## src/rtl/xstack_pkg.sv

```systemverilog
package xstack_pkg;

    typedef enum logic [2:0] {
        K_SCALL  = 3'd0,
        K_LCALL  = 3'd1,
        K_IENTER = 3'd2,
        K_SRET   = 3'd3,
        K_LRET   = 3'd4,
        K_IRET   = 3'd5
    } kind_e;

    typedef enum logic [2:0] {
        ST_IDLE,
        ST_PUSH_A,
        ST_PUSH_B,
        ST_POP_A,
        ST_POP_B,
        ST_FIN
    } state_e;

endpackage

```

## src/rtl/xstack_sp.sv

```systemverilog
module xstack_sp #(
    parameter int          ADDR_W    = 20,
    parameter logic [19:0] RESET_VAL = 20'h00400,
    parameter int          STEP      = 2
) (
    input  logic              clk,
    input  logic              rst_n,
    input  logic              push,
    input  logic              pop,
    output logic [ADDR_W-1:0] sp,
    output logic [ADDR_W-1:0] sp_dn
);
    localparam logic [ADDR_W-1:0] STEP_V = ADDR_W'(STEP);

    assign sp_dn = sp - STEP_V;

    always_ff @(posedge clk or negedge rst_n) begin
        if (!rst_n)    sp <= ADDR_W'(RESET_VAL);
        else if (push) sp <= sp_dn;
        else if (pop)  sp <= sp + STEP_V;
    end
endmodule

```

## src/rtl/xstack_frame.sv

```systemverilog
module xstack_frame
    import xstack_pkg::*;
#(
    parameter int ADDR_W = 20,
    parameter int DATA_W = 16,
    localparam int HI_W  = ADDR_W - DATA_W,
    localparam int SR_W  = DATA_W - HI_W
) (
    input  kind_e             kind,
    input  logic [ADDR_W-1:0] pc_save,
    input  logic [SR_W-1:0]   sr_save,
    input  logic [DATA_W-1:0] held,
    input  logic [DATA_W-1:0] rdata,
    output logic [DATA_W-1:0] word_a,
    output logic [DATA_W-1:0] word_b,
    output logic [ADDR_W-1:0] pc_one,
    output logic [ADDR_W-1:0] pc_two,
    output logic [DATA_W-1:0] sr_two
);
    logic [DATA_W-1:0] hi_word;
    logic [DATA_W-1:0] packed_sr;

    assign hi_word   = {{SR_W{1'b0}}, pc_save[ADDR_W-1:DATA_W]};
    assign packed_sr = {pc_save[ADDR_W-1:DATA_W], sr_save};

    always_comb begin
        word_a = pc_save[DATA_W-1:0];
        word_b = pc_save[DATA_W-1:0];
        if (kind == K_LCALL)  word_a = hi_word;
        if (kind == K_IENTER) word_b = packed_sr;
    end

    assign pc_one = {{HI_W{1'b0}}, rdata};
    assign pc_two = (kind == K_IRET) ? {held[DATA_W-1 -: HI_W], rdata}
                                     : {rdata[HI_W-1:0], held};
    assign sr_two = {{HI_W{1'b0}}, held[SR_W-1:0]};
endmodule

```

## src/rtl/xstack_ctrl.sv

```systemverilog
module xstack_ctrl
    import xstack_pkg::*;
#(
    parameter int          ADDR_W   = 20,
    parameter int          DATA_W   = 16,
    parameter logic [19:0] SP_RESET = 20'h00400,
    localparam int         HI_W     = ADDR_W - DATA_W,
    localparam int         SR_W     = DATA_W - HI_W
) (
    input  logic              clk,
    input  logic              rst_n,
    input  logic              req_valid,
    input  logic [2:0]        req_kind,
    input  logic [ADDR_W-1:0] pc_in,
    input  logic [SR_W-1:0]   sr_in,
    input  logic [DATA_W-1:0] vec_in,
    output logic              busy,
    output logic              done,
    output logic [ADDR_W-1:0] pc_out,
    output logic [DATA_W-1:0] sr_out,
    output logic [ADDR_W-1:0] sp_out,
    output logic              mem_en,
    output logic              mem_we,
    output logic [ADDR_W-1:0] mem_addr,
    output logic [DATA_W-1:0] mem_wdata,
    input  logic [DATA_W-1:0] mem_rdata
);
    localparam int STEP = DATA_W / 8;

    state_e            state_q, state_d;
    kind_e             kind_q;
    logic [ADDR_W-1:0] pc_q;
    logic [SR_W-1:0]   sr_q;
    logic [DATA_W-1:0] vec_q;
    logic [DATA_W-1:0] held_q;
    logic              accept;
    logic              do_push, do_pop;
    logic [ADDR_W-1:0] sp_dn;
    logic [DATA_W-1:0] word_a, word_b, sr_two;
    logic [ADDR_W-1:0] pc_one, pc_two;

    assign accept  = (state_q == ST_IDLE) && req_valid && (req_kind <= K_IRET);
    assign do_push = (state_q == ST_PUSH_A) || (state_q == ST_PUSH_B);
    assign do_pop  = (state_q == ST_POP_A)  || (state_q == ST_POP_B);

    xstack_sp #(.ADDR_W(ADDR_W), .RESET_VAL(SP_RESET), .STEP(STEP)) u_sp (
        .clk(clk), .rst_n(rst_n), .push(do_push), .pop(do_pop),
        .sp(sp_out), .sp_dn(sp_dn)
    );

    xstack_frame #(.ADDR_W(ADDR_W), .DATA_W(DATA_W)) u_frame (
        .kind(kind_q), .pc_save(pc_q), .sr_save(sr_q), .held(held_q),
        .rdata(mem_rdata), .word_a(word_a), .word_b(word_b),
        .pc_one(pc_one), .pc_two(pc_two), .sr_two(sr_two)
    );

    // state register
    always_ff @(posedge clk or negedge rst_n) begin
        if (!rst_n) state_q <= ST_IDLE;
        else        state_q <= state_d;
    end

    // next state
    always_comb begin
        state_d = state_q;
        unique case (state_q)
            ST_IDLE: begin
                if (accept) begin
                    unique case (kind_e'(req_kind))
                        K_SCALL:           state_d = ST_PUSH_B;
                        K_LCALL, K_IENTER: state_d = ST_PUSH_A;
                        default:           state_d = ST_POP_A;
                    endcase
                end
            end
            ST_PUSH_A: state_d = ST_PUSH_B;
            ST_PUSH_B: state_d = ST_FIN;
            ST_POP_A:  state_d = (kind_q == K_SRET) ? ST_FIN : ST_POP_B;
            ST_POP_B:  state_d = ST_FIN;
            ST_FIN:    state_d = ST_IDLE;
            default:   state_d = ST_IDLE;
        endcase
    end

    // outputs
    always_comb begin
        mem_en    = 1'b0;
        mem_we    = 1'b0;
        mem_addr  = sp_out;
        mem_wdata = '0;
        unique case (state_q)
            ST_PUSH_A: begin
                mem_en = 1'b1; mem_we = 1'b1; mem_addr = sp_dn; mem_wdata = word_a;
            end
            ST_PUSH_B: begin
                mem_en = 1'b1; mem_we = 1'b1; mem_addr = sp_dn; mem_wdata = word_b;
            end
            ST_POP_A, ST_POP_B: mem_en = 1'b1;
            default: ;
        endcase
    end

    assign busy = (state_q != ST_IDLE);
    assign done = (state_q == ST_FIN);

    // frame data
    always_ff @(posedge clk or negedge rst_n) begin
        if (!rst_n) begin
            kind_q <= K_SCALL;
            pc_q   <= '0;
            sr_q   <= '0;
            vec_q  <= '0;
            held_q <= '0;
            pc_out <= '0;
            sr_out <= '0;
        end else begin
            if (accept) begin
                kind_q <= kind_e'(req_kind);
                pc_q   <= pc_in;
                sr_q   <= sr_in;
                vec_q  <= vec_in;
            end
            if (state_q == ST_POP_A) begin
                held_q <= mem_rdata;
                if (kind_q == K_SRET) pc_out <= pc_one;
            end
            if (state_q == ST_POP_B) begin
                pc_out <= pc_two;
                if (kind_q == K_IRET) sr_out <= sr_two;
            end
            if (state_q == ST_PUSH_B && kind_q == K_IENTER)
                pc_out <= {{HI_W{1'b0}}, vec_q};
        end
    end

    // a write moves the pointer onto the written address
    assert_push_sp_R3: assert property (@(posedge clk) disable iff (!rst_n)
        (mem_en && mem_we) |=> (sp_out == $past(mem_addr)));

    // a read moves the pointer one word above the read address
    assert_pop_sp_R3: assert property (@(posedge clk) disable iff (!rst_n)
        (mem_en && !mem_we) |=> (sp_out == $past(mem_addr) + ADDR_W'(STEP)));

    // an idle cycle that accepts nothing keeps the pointer
    assert_idle_sp_R2: assert property (@(posedge clk) disable iff (!rst_n)
        !busy |=> (busy || $stable(sp_out)));

    assert_done_pulse_R11: assert property (@(posedge clk) disable iff (!rst_n)
        done |=> (!done && !busy));

    assert_done_busy_R11: assert property (@(posedge clk) disable iff (!rst_n)
        done |-> busy);
endmodule

```

## config.mk

```make
export PLATFORM = sky130hd
export DESIGN_NAME = xstack_ctrl
export DESIGN_NICKNAME = d
export VERILOG_FILES = /design/src/rtl/xstack_pkg.sv /design/src/rtl/xstack_sp.sv /design/src/rtl/xstack_frame.sv /design/src/rtl/xstack_ctrl.sv
export SDC_FILE = /design/constraint.sdc
export NUM_CORES = 1
export LEC_CHECK = 0
export BUFFER_PORTS_ARGS = -buffer_cell sky130_fd_sc_hd__buf_2
export CAP_MARGIN = 20
export CELL_PAD_IN_SITES_DETAIL_PLACEMENT = 1
export CELL_PAD_IN_SITES_GLOBAL_PLACEMENT = 1
export CORE_MARGIN = 2
export CORE_UTILIZATION = 44
export CTS_BUF_LIST = sky130_fd_sc_hd__clkbuf_16
export CTS_CLUSTER_DIAMETER = 30
export DETAILED_ROUTE_END_ITERATION = 8
export GPL_TIMING_DRIVEN = 0
export PLACE_DENSITY = 0.89
export SETUP_SLACK_MARGIN = 0.15
export SLEW_MARGIN = 30
export SYNTH_ARGS = -nofsm -noshare
export SYNTH_HDL_FRONTEND = slang
export SYNTH_SLANG_ARGS = --single-unit
```

## constraint.sdc

```tcl
create_clock -name clk -period 3.9 [get_ports clk]
set_input_delay 0.585 -clock clk [delete_from_list [all_inputs] [get_ports clk]]
set_output_delay 0.585 -clock clk [all_outputs]
set_load 0.02 [all_outputs]
```

==> results by group, run 1 <==
Status
  • Status: completed

GRT
  • Antenna violations before repair: 0
  • GRT Total Usage: between 20% and 30%
  • Vias in the first global route: around 5400
  • Largest net degree at the start of global routing: 71
  • Total gr overflow: 0
  • First-pass GRT wire length: 28.7 mm

Setup path
  • Critical R2R Capture: u_sp.sp[15]
  • Most common cell on crit path: nor4_1
  • Worst R2R Start: u_sp.sp[4]
  • CP endpoint: mem_addr[15]
  • Req. time, crit path: ~3300 ps
  • Startpoint Class: flop
  • Critical Path Start: u_sp.sp[4]
  • Critical path cell sequence: clkbuf_1, nor4_1, nand4_1, nor4_1, xor2_1, buf_2
  • CP max-delay cell: nor4_1
  • CP Capture Type: output pin
  • Slowest stage delay, CP: between 500 and 600 ps
  • Reg2reg setup slack: 1350 ps
  • Crit path depth: 6
  • Setup Crit Path Kind: flop to output pin
  • Worst Path Buf+Inv: 2
  • CP arrival: 2830 ps
  • Cell family with most CP delay: simple AND/OR/NAND/NOR gates
  • CP max FO: 10
  • FF-to-FF path depth: 6

Timing
  • Final Skew: 4.84 ps
  • Shortest period the worst path allows: 3420 ps
  • Slew headroom: 37.8%
  • Unrepaired setup endpoints after global routing: false
  • Final TNS setup: 0 ps
  • Max Fclk: between 0.2 and 0.3 GHz
  • Max Slew Vio Count: 0
  • Final setup vio count: 0
  • Final hold vios: 0
  • Crit share post-route: between 80% and 90%
  • Hold Slack: 76.1 ps
  • Tightest Pin Transition: approximately 930 ps

Clock tree
  • Worst-path clk slew: 50 ps
  • Clk root buf: clkbuf_16
  • H-tree levels: 4
  • Cts hold-fix bufs: 0
  • Post-CTS setup buffer count: 0
  • Clk buf depth: 2
  • CTS tree: done
  • CTS buffer count: 17
  • TritonCTS sink count: between 100 and 150
  • Skew-Pair Late Insertion Delay: about 420 ps
  • Post-CTS sizing: 0

Power and ir drop
  • Pwr dens: around 940 mW/mm^2
  • Max IR drop VDD: between 0.4 and 0.5 mV
  • Leakage: 3.58 nW

Synthesis
  • Area leader, netlist: dfrtp_1
  • Post-Syn Instances: around 530
  • Top FF cell, synth: dfrtp_1
  • Synth Area in Adders: less than 1%
  • YS warnings: 0
  • Fraction of registers with async set/reset: 100%
  • #FFs+latches synth: 121
  • XOR/XNOR Fraction of Synth Area: 5.86%
  • Netlist Area Pre-Place: ~0.006 mm^2
  • Multiplexer share of the synthesized area: between 15 and 20%
  • Simple logic cell fraction of the synthesized area: about 12%
  • Top post-synthesis cells by area: dfrtp_1, mux2_2, xnor2_1
  • Count leader, synth: dfrtp_1
  • Avg Cell Area, Syn: ~11 um^2
  • Post-synth top cells: dfrtp_1, mux2_2, nand2_1, nor2_1, xnor2_1
  • Post-synth EDFFs: 0
  • Post-synth top area share: 50.4%
  • Main combinational cell family by area after synthesis: multiplexers
  • Compound-cell area share of the yosys netlist: a little over a tenth
  • Sequential area share after synthesis: 50.8%
  • Synth cell types: 48

Routing
  • DR DRC count: 0
  • Pre-antenna DRT Iters: 4
  • Post-route ant nets: 0
  • DR iter-0 viols: roughly 230
  • Wirelength per Cell: between 15 and 20 um
  • DR vias/cell: around 5.5
  • Routed WL: 17.8 mm
  • Via count: ~5000

Die
  • Core ar.: about 0.013 mm^2
  • Top-level I/O count: between 150 and 200
  • Die ar.: around 0.014 mm^2
  • Num rows: between 40 and 50
  • Initial core utilization: 45.0%
  • Die Height: ~120 um
  • Die width: around 120 um

Final layout
  • Fraction of layout cells with a size suffix above 1: 39.2%
  • Fin area: 0.00762 mm^2
  • Area grow syn2layout: 27.8%
  • Fin cells: 900
  • Diode count: 0
  • End-of-flow core utilization: 57.5%
  • Final nets: slightly below 800

Hold path
  • HP Class: primary input to asynchronous set/reset pin

Placement
  • Area after DPL: 0.00703 mm^2
  • DP HPWL: between 10 and 15 mm
  • Routability cong.: approximately 0.85
  • Port Buffer Count: ~160
  • DP Cell Count: 870

Flow run
  • Max_cap viols: 0
## how the worst min path moves through the flow
stage / endpoint / slack, ps / depth (start not counted)
after floorplan: held_q[0] / 290 / 0
after global placement: pc_out[14] / 460 / 1
after detailed placement: pc_out[13] / 460 / 1
after CTS: sr_out[7] / 80 / 1
after global routing: sr_out[7] / 90 / 1
final: sr_out[7] / 80 / 1
## power by group
group / switching (mW) / internal [mW]
logic: 1.91 / 1.27
clock network: 0.549 / 1.04
registers: 0.482 / 1.88
total: 2.95 / 4.20
## per-stage QoR
step | power (mW) | setup WS (ps)
after detailed placement | 5.53 | 928
after global routing | 7.55 | 335
final | 7.14 | 484
after global placement | 5.33 | 757
after CTS | 7.18 | 468
after floorplan | 4.43 | 1160
## registers in the layout (all words and copies together) (netlist names)
signal,flops
vec_q,16
pc_q,20
state_q,3
sr_out,12
kind_q,3
pc_out,20
u_sp.sp,19
sr_q,12
held_q,16
## layer usage
| layer | global-route usage [%] | wire length, um | vias up |
|---|---|---|---|
| met5 | 0 | 0 | - |
| met4 | 8.58 | 318 | 0 |
| met3 | 7.64 | 1130 | 29 |
| met2 | 44.2 | 9120 | 168 |
| met1 | 30.0 | 7210 | 2531 |
| li1 | - | - | 2258 |
## cell usage in the layout (no fill, tap or decap), drive strengths merged, types with 2 or more instances in the layout
cell type  instances
nor4              10
or3                4
nand2             44
or2                2
nor3               8
ha                 4
a21o              17
a22o              12
clkinv             7
a311oi            16
nor3b              4
o22a               2
bufinv             4
xor2              13
nand3             13
a21oi              8
nand2b             4
nor2              33
dfrtp            120
o21ai             15
nand4              7
mux2              77
inv               15
clkbuf            41
a222oi             4
o21a               2
o22ai              4
conb               6
buf              174
mux2i              9
nor2b              2
xnor2             26
and3               4
nand3b             2
or4                4
## area by class of cell
class / count / area, um^2
clock buffers: 17 / 425
well taps: 176 / 220
fillers: 1505 / 5620
inverters: 14 / 52.6
flip-flops and latches: 121 / 3030
plain buffers: 38 / 179
clock inverters: 13 / 161
repair buffers: 160 / 833
multi-input cells: 361 / 2720
## kinds of logic after synthesis
group           after synthesis
compound gates               84
xor+xnor                     39
fa+ha+maj                     4
buf+inv                      52
flops                       121
mux                          86
other cells                   1
simple gates                142
Power figures use the tool's default switching activity.
==> run 2, diff against run 1 <==
RECOVER_POWER = 50   (was not set)
==> results by group, run 2 (synthesis results as in run 1) <==
Setup path
  • Cell family with most CP delay: simple AND/OR/NAND/NOR gates (unchanged)
  • Req. time, crit path: 3310 ps (about the same)
  • Slowest stage delay, CP: 560 ps (was 550 ps)
  • CP arrival: 2880 ps (was 2830 ps)
  • Setup Crit Path Kind: flop to output pin (unchanged)
  • CP max FO: 8 (was 10)
  • Critical path cell sequence: clkbuf_1, xor2_2, nand4_1, nor4_1, xor2_1, buf_2 (was clkbuf_1, nor4_1, nand4_1, nor4_1, xor2_1, buf_2)
  • CP max-delay cell: nor4_1 (unchanged)
  • CP Capture Type: output pin (unchanged)
  • Startpoint Class: flop (unchanged)
  • Worst Path Buf+Inv: 2 (unchanged)

Clock tree
  • Cts hold-fix bufs: 0 (unchanged)
  • Worst-path clk slew: 50 ps (about the same)
  • Clk root buf: clkbuf_16 (unchanged)
  • CTS buffer count: 17 (unchanged)
  • TritonCTS sink count: 121 (unchanged)
  • Skew-Pair Late Insertion Delay: 420 ps (about the same)
  • CTS tree: done (unchanged)
  • H-tree levels: 4 (unchanged)
  • Post-CTS sizing: 0 (unchanged)
  • Clk buf depth: 2 (unchanged)
  • Post-CTS setup buffer count: 0 (unchanged)

Placement
  • Port Buffer Count: 159 (unchanged)
  • Area after DPL: 0.00703 mm^2 (unchanged)
  • Routability cong.: 0.853 (unchanged)
  • DP HPWL: 12.9 mm (unchanged)
  • Post-Place Setup Slack: 928 ps (unchanged)

GRT
  • GRT Max-Usage Layer: met2 (unchanged)
  • Vias in the first global route: 5437 (unchanged)
  • Largest net degree at the start of global routing: 71 (unchanged)
  • Antenna violations before repair: 0 (unchanged)
  • Met3 usage: 7.64% (unchanged)
  • GRT Total Usage: 25.4% (unchanged)
  • First-pass GRT wire length: 28.7 mm (unchanged)
  • Met1 GRT Util: 30.0% (unchanged)
  • Total gr overflow: 0 (unchanged)
  • Grt met2 use: 44.2% (unchanged)

Final layout
  • Fill count: 1530 (was 1505)
  • Top flop regs: pc_out (20), pc_q (20), u_sp.sp (19) (unchanged)
  • Area grow syn2layout: 26.7% (was 27.8%)
  • Fraction of layout cells with a size suffix above 1: 33.0% (was 39.2%)
  • Commonest cells after routing, fill and taps aside: dfrtp_1, buf_2, mux2_2 (was buf_2, dfrtp_1, mux2_2)
  • Final nets: 787 (unchanged)
  • Commonest non-fill, non-tap cell in the layout: dfrtp_1 (was buf_2)
  • Diode count: 0 (unchanged)
  • End-of-flow core utilization: 57.0% (was 57.5%)
  • Fin area: 0.00755 mm^2 (was 0.00762 mm^2)

Timing
  • Max Slew Vio Count: 52 (was 0)
  • Crit share post-route: 88.8% (was 87.6%)
  • Hold Slack: 396 ps (was 76.1 ps)
  • Unrepaired setup endpoints after global routing: false (unchanged)
  • Final hold vios: 0 (unchanged)
  • Final TNS setup: 0 ps (unchanged)
  • Shortest period the worst path allows: 3460 ps (was 3420 ps)
  • Final WS setup: 439 ps (was 484 ps)
  • Slew headroom: -95.5% (was 37.8%)
  • Tightest Pin Transition: 2930 ps (was 933 ps)
  • Max Fclk: 0.289 GHz (was 0.293 GHz)
  • Final Skew: 6.73 ps (was 4.84 ps)
  • Final setup vio count: 0 (unchanged)

Power and ir drop
  • Clk network pwr share: 22.5% (was 22.3%)
  • Internal power: 4.14 mW (was 4.20 mW)
  • Leakage: 3.43 nW (was 3.58 nW)
  • Net Sw Power: 2.95 mW (about the same)
  • Sequential power share: 33.5% (was 33.1%)
  • Gate power share: 44.1% (was 44.6%)
  • Max IR drop VDD: 0.406 mV (was 0.410 mV)
  • Pwr dens: 939 mW/mm^2 (was 937 mW/mm^2)
  • Switching Fraction: 41.7% (was 41.3%)

Routing
  • Pre-antenna DRT Iters: 4 (unchanged)
  • DR vias/cell: 5.57 (was 5.54)
  • Routed WL: 17.8 mm (about the same)
  • DR iter-0 viols: 270 (was 228)
  • DR DRC count: 0 (unchanged)
  • Post-route ant nets: 0 (unchanged)
  • Via count: 5017 (was 4986)
  • Wirelength per Cell: 19.8 um (about the same)

Die
  • Initial core utilization: 45.0% (unchanged)
  • Die width: 120 um (unchanged)
  • Top-level I/O count: 166 (unchanged)
  • Num rows: 42 (unchanged)
  • Die ar.: 0.0145 mm^2 (unchanged)
  • Die Height: 120 um (unchanged)
  • Core ar.: 0.0132 mm^2 (unchanged)

Hold path
  • HP Class: primary input to flop (was primary input to asynchronous set/reset pin)

Flow run
  • Max_cap viols: 1 (was 0)

Status
  • Status: finished with violations (was completed)
  • Failing checks: capacitance limit, slew limit
run 2: final timing paths:
path	from	to	slack, ps	cells past startpoint
worst max-delay path	state_q[0]	mem_addr[15]	440	6
worst min-delay path	pc_in[5]	pc_q[5]	400	2
worst max register to register	state_q[0]	u_sp.sp[15]	1310	6
worst min register to register	pc_out[2]	pc_out[2]	480	1
max in group asynchronous	rst_n	kind_q[1]	1120	1
min in group asynchronous	rst_n	sr_out[7]	1120	1
run 2: final cells by class:
class / count / area, um^2 / area share [%]
flip-flops and latches: 121 / 3030 / 40.1
multi-input cells: 361 / 2720 / 36.0
repair buffers: 160 / 769 / 10.2
clock buffers: 17 / 425 / 5.63
well taps: 176 / 220 / 2.91
plain buffers: 38 / 176 / 2.34
clock inverters: 13 / 161 / 2.14
inverters: 14 / 52.6 / 0.696
run 2: power by group through the flow:
| stage | Combinational [mW] | Clock (mW) | Sequential [mW] |
|---|---|---|---|
| global route | 3.38 | 1.68 | 2.45 |
| detailed placement | 3.16 | 0 | 2.37 |
| finish | 3.13 | 1.59 | 2.37 |
| floorplan | 1.91 | 0 | 2.52 |
| global placement | 3.02 | 0 | 2.31 |
| CTS | 3.21 | 1.62 | 2.36 |
run 2: stage by stage:
stage          total power, mW  cells
6_report                  7.09    900
5_1_grt                   7.50    900
4_1_cts                   7.18    900
3_5_place_dp              5.53    870
3_3_place_gp              5.33    869
2_1_floorplan             4.43    534
run 2: routing by layer:
metal,up-vias,wire length [um]
met2,181,9130
li1,2257,-
met4,0,338
met3,31,1220
met5,-,0
met1,2548,7140
==> run 3, diff against run 2 <==
BUFFER_PORTS_ARGS = -buffer_cell sky130_fd_sc_hd__clkbuf_2   (was -buffer_cell sky130_fd_sc_hd__buf_2)
CAP_MARGIN = 5   (was 20)
CTS_CLUSTER_DIAMETER = 40   (was 30)
==> results by group, run 3 (synthesis results as in run 1) <==
Status
  • Status: finished with violations (unchanged)
  • Failing checks: capacitance limit, slew limit (unchanged)

Setup path
  • CP max-delay cell: nor4_1 (unchanged)
  • Worst Path Buf+Inv: 2 (unchanged)
  • Critical path cell sequence: clkbuf_1, nor4_1, nand3_1, nor3_1, xor2_1, clkbuf_2 (was clkbuf_1, xor2_2, nand4_1, nor4_1, xor2_1, buf_2)
  • Critical R2R Capture: u_sp.sp[14] (was u_sp.sp[15])
  • Worst R2R Start: u_sp.sp[3] (was state_q[0])
  • FF-to-FF path depth: 6 (unchanged)
  • CP arrival: 2940 ps (was 2880 ps)
  • Crit path depth: 6 (unchanged)
  • Startpoint Class: flop (unchanged)
  • Slowest stage delay, CP: 640 ps (was 560 ps)
  • CP Capture Type: output pin (unchanged)
  • Setup Crit Path Kind: flop to output pin (unchanged)
  • CP max FO: 10 (was 8)
  • Req. time, crit path: 3310 ps (about the same)
  • Cell family with most CP delay: simple AND/OR/NAND/NOR gates (unchanged)
  • Reg2reg setup slack: 1290 ps (was 1310 ps)

Timing
  • Shortest period the worst path allows: 3520 ps (was 3460 ps)
  • Slew headroom: -92.2% (was -95.5%)
  • Hold Slack: 399 ps (was 396 ps)
  • Crit share post-route: 90.3% (was 88.8%)
  • Final setup vio count: 0 (unchanged)
  • Unrepaired setup endpoints after global routing: false (unchanged)
  • Final Skew: 7.44 ps (was 6.73 ps)
  • Final hold vios: 0 (unchanged)
  • Final TNS setup: 0 ps (unchanged)
  • Tightest Pin Transition: 2880 ps (was 2930 ps)
  • Max Fclk: 0.284 GHz (was 0.289 GHz)
  • Max Slew Vio Count: 52 (unchanged)

Placement
  • Routability cong.: 0.854 (was 0.853)
  • DP Cell Count: 870 (unchanged)
  • DP HPWL: 12.9 mm (about the same)
  • Port Buffer Count: 159 (unchanged)
  • Area after DPL: 0.00703 mm^2 (about the same)

Final layout
  • Fraction of layout cells with a size suffix above 1: 33.1% (was 33.0%)
  • Fill count: 1536 (was 1530)
  • Fin area: 0.00752 mm^2 (was 0.00755 mm^2)
  • Fin cells: 902 (was 900)
  • Commonest non-fill, non-tap cell in the layout: dfrtp_1 (unchanged)
  • Sequential cell area: 0.00303 mm^2 (unchanged)
  • Area of the multi-input gates: 0.00273 mm^2 (was 0.00272 mm^2)
  • Area grow syn2layout: 26.1% (was 26.7%)
  • Final nets: 787 (unchanged)
  • Commonest cells after routing, fill and taps aside: dfrtp_1, clkbuf_2, mux2_2 (was dfrtp_1, buf_2, mux2_2)
  • End-of-flow core utilization: 56.8% (was 57.0%)
  • Top flop regs: pc_out (20), pc_q (20), u_sp.sp (19) (unchanged)
  • Diode count: 0 (unchanged)

Power and ir drop
  • Leakage: 3.45 nW (was 3.43 nW)
  • Max IR drop VDD: 0.484 mV (was 0.406 mV)
  • Pwr dens: 921 mW/mm^2 (was 939 mW/mm^2)

Die
  • Core ar.: 0.0132 mm^2 (unchanged)
  • Top-level I/O count: 166 (unchanged)
  • Initial core utilization: 45.0% (unchanged)
  • Num rows: 42 (unchanged)
  • Die ar.: 0.0145 mm^2 (unchanged)
  • Die width: 120 um (unchanged)
  • Die Height: 120 um (unchanged)

GRT
  • First-pass GRT wire length: 27.8 mm (was 28.7 mm)
  • Antenna violations before repair: 0 (unchanged)
  • Vias in the first global route: 5289 (was 5437)
  • Largest net degree at the start of global routing: 71 (unchanged)
  • Total gr overflow: 0 (unchanged)
  • GRT Total Usage: 24.8% (was 25.4%)

Hold path
  • HP Class: primary input to flop (unchanged)
  • Min-Delay Path Depth: 2 (unchanged)
  • Min-delay src: sr_in[7] (was pc_in[5])
  • Hold path endpoint: sr_q[7] (was pc_q[5])

Clock tree
  • Clk buf depth: 2 (unchanged)
  • CTS tree: done (unchanged)
  • Skew-Pair Late Insertion Delay: 420 ps (about the same)
  • Post-CTS setup buffer count: 0 (unchanged)
  • Clk root buf: clkbuf_16 (unchanged)
  • Worst-path clk slew: 50 ps (about the same)
  • CTS buffer count: 17 (unchanged)
  • Cts hold-fix bufs: 0 (unchanged)
  • Post-CTS sizing: 0 (unchanged)
  • H-tree levels: 4 (unchanged)
  • TritonCTS sink count: 121 (unchanged)

Routing
  • DR vias/cell: 5.43 (was 5.57)
  • Post-route ant nets: 0 (unchanged)
  • Pre-antenna DRT Iters: 6 (was 4)
  • Via count: 4896 (was 5017)
  • Routed WL: 17.2 mm (was 17.8 mm)
  • Wirelength per Cell: 19.1 um (was 19.8 um)
  • DR DRC count: 0 (unchanged)
  • DR iter-0 viols: 206 (was 270)

Flow run
  • Max_cap viols: 1 (unchanged)
## run 3: worst max-delay path by stage
stage	start	slack [ps]	end
2_1_floorplan	u_sp.sp[8]	1160	mem_addr[16]
3_3_place_gp	rst_n	460	sr_q[6]
3_5_place_dp	u_sp.sp[3]	830	mem_addr[14]
4_1_cts	u_sp.sp[3]	380	mem_addr[14]
5_1_grt	u_sp.sp[3]	160	mem_addr[14]
6_report	u_sp.sp[3]	380	mem_addr[14]
## run 3: report_power, final
group	switching (mW)	leakage, nW	internal [mW]
registers	0.480	1.43	1.88
logic	1.90	1.74	1.21
clock network	0.543	0.277	0.914
## run 3: layout make-up
class,instances,area share (%)
clock inverters,15,1.60
flip-flops and latches,121,40.3
inverters,14,0.699
well taps,176,2.93
clock buffers,17,5.66
plain buffers,38,2.35
multi-input cells,361,36.2
repair buffers,160,10.2
## run 3: metal layers
layer  vias up  part of all wire [%]  GRT usage [%]
met3        26                   6.3           6.70
met1      2443                    41           29.9
met4         0                   1.6           8.72
met5         -                     0              0
met2       164                    51           42.8
li1       2263                     -              -
## run 3: metrics by stage
step / setup WS, ps / total power, mW
2_1_floorplan: 1160 / 4.43
3_3_place_gp: 462 / 5.33
3_5_place_dp: 827 / 5.54
4_1_cts: 381 / 7.04
5_1_grt: 164 / 7.37
6_report: 378 / 6.93
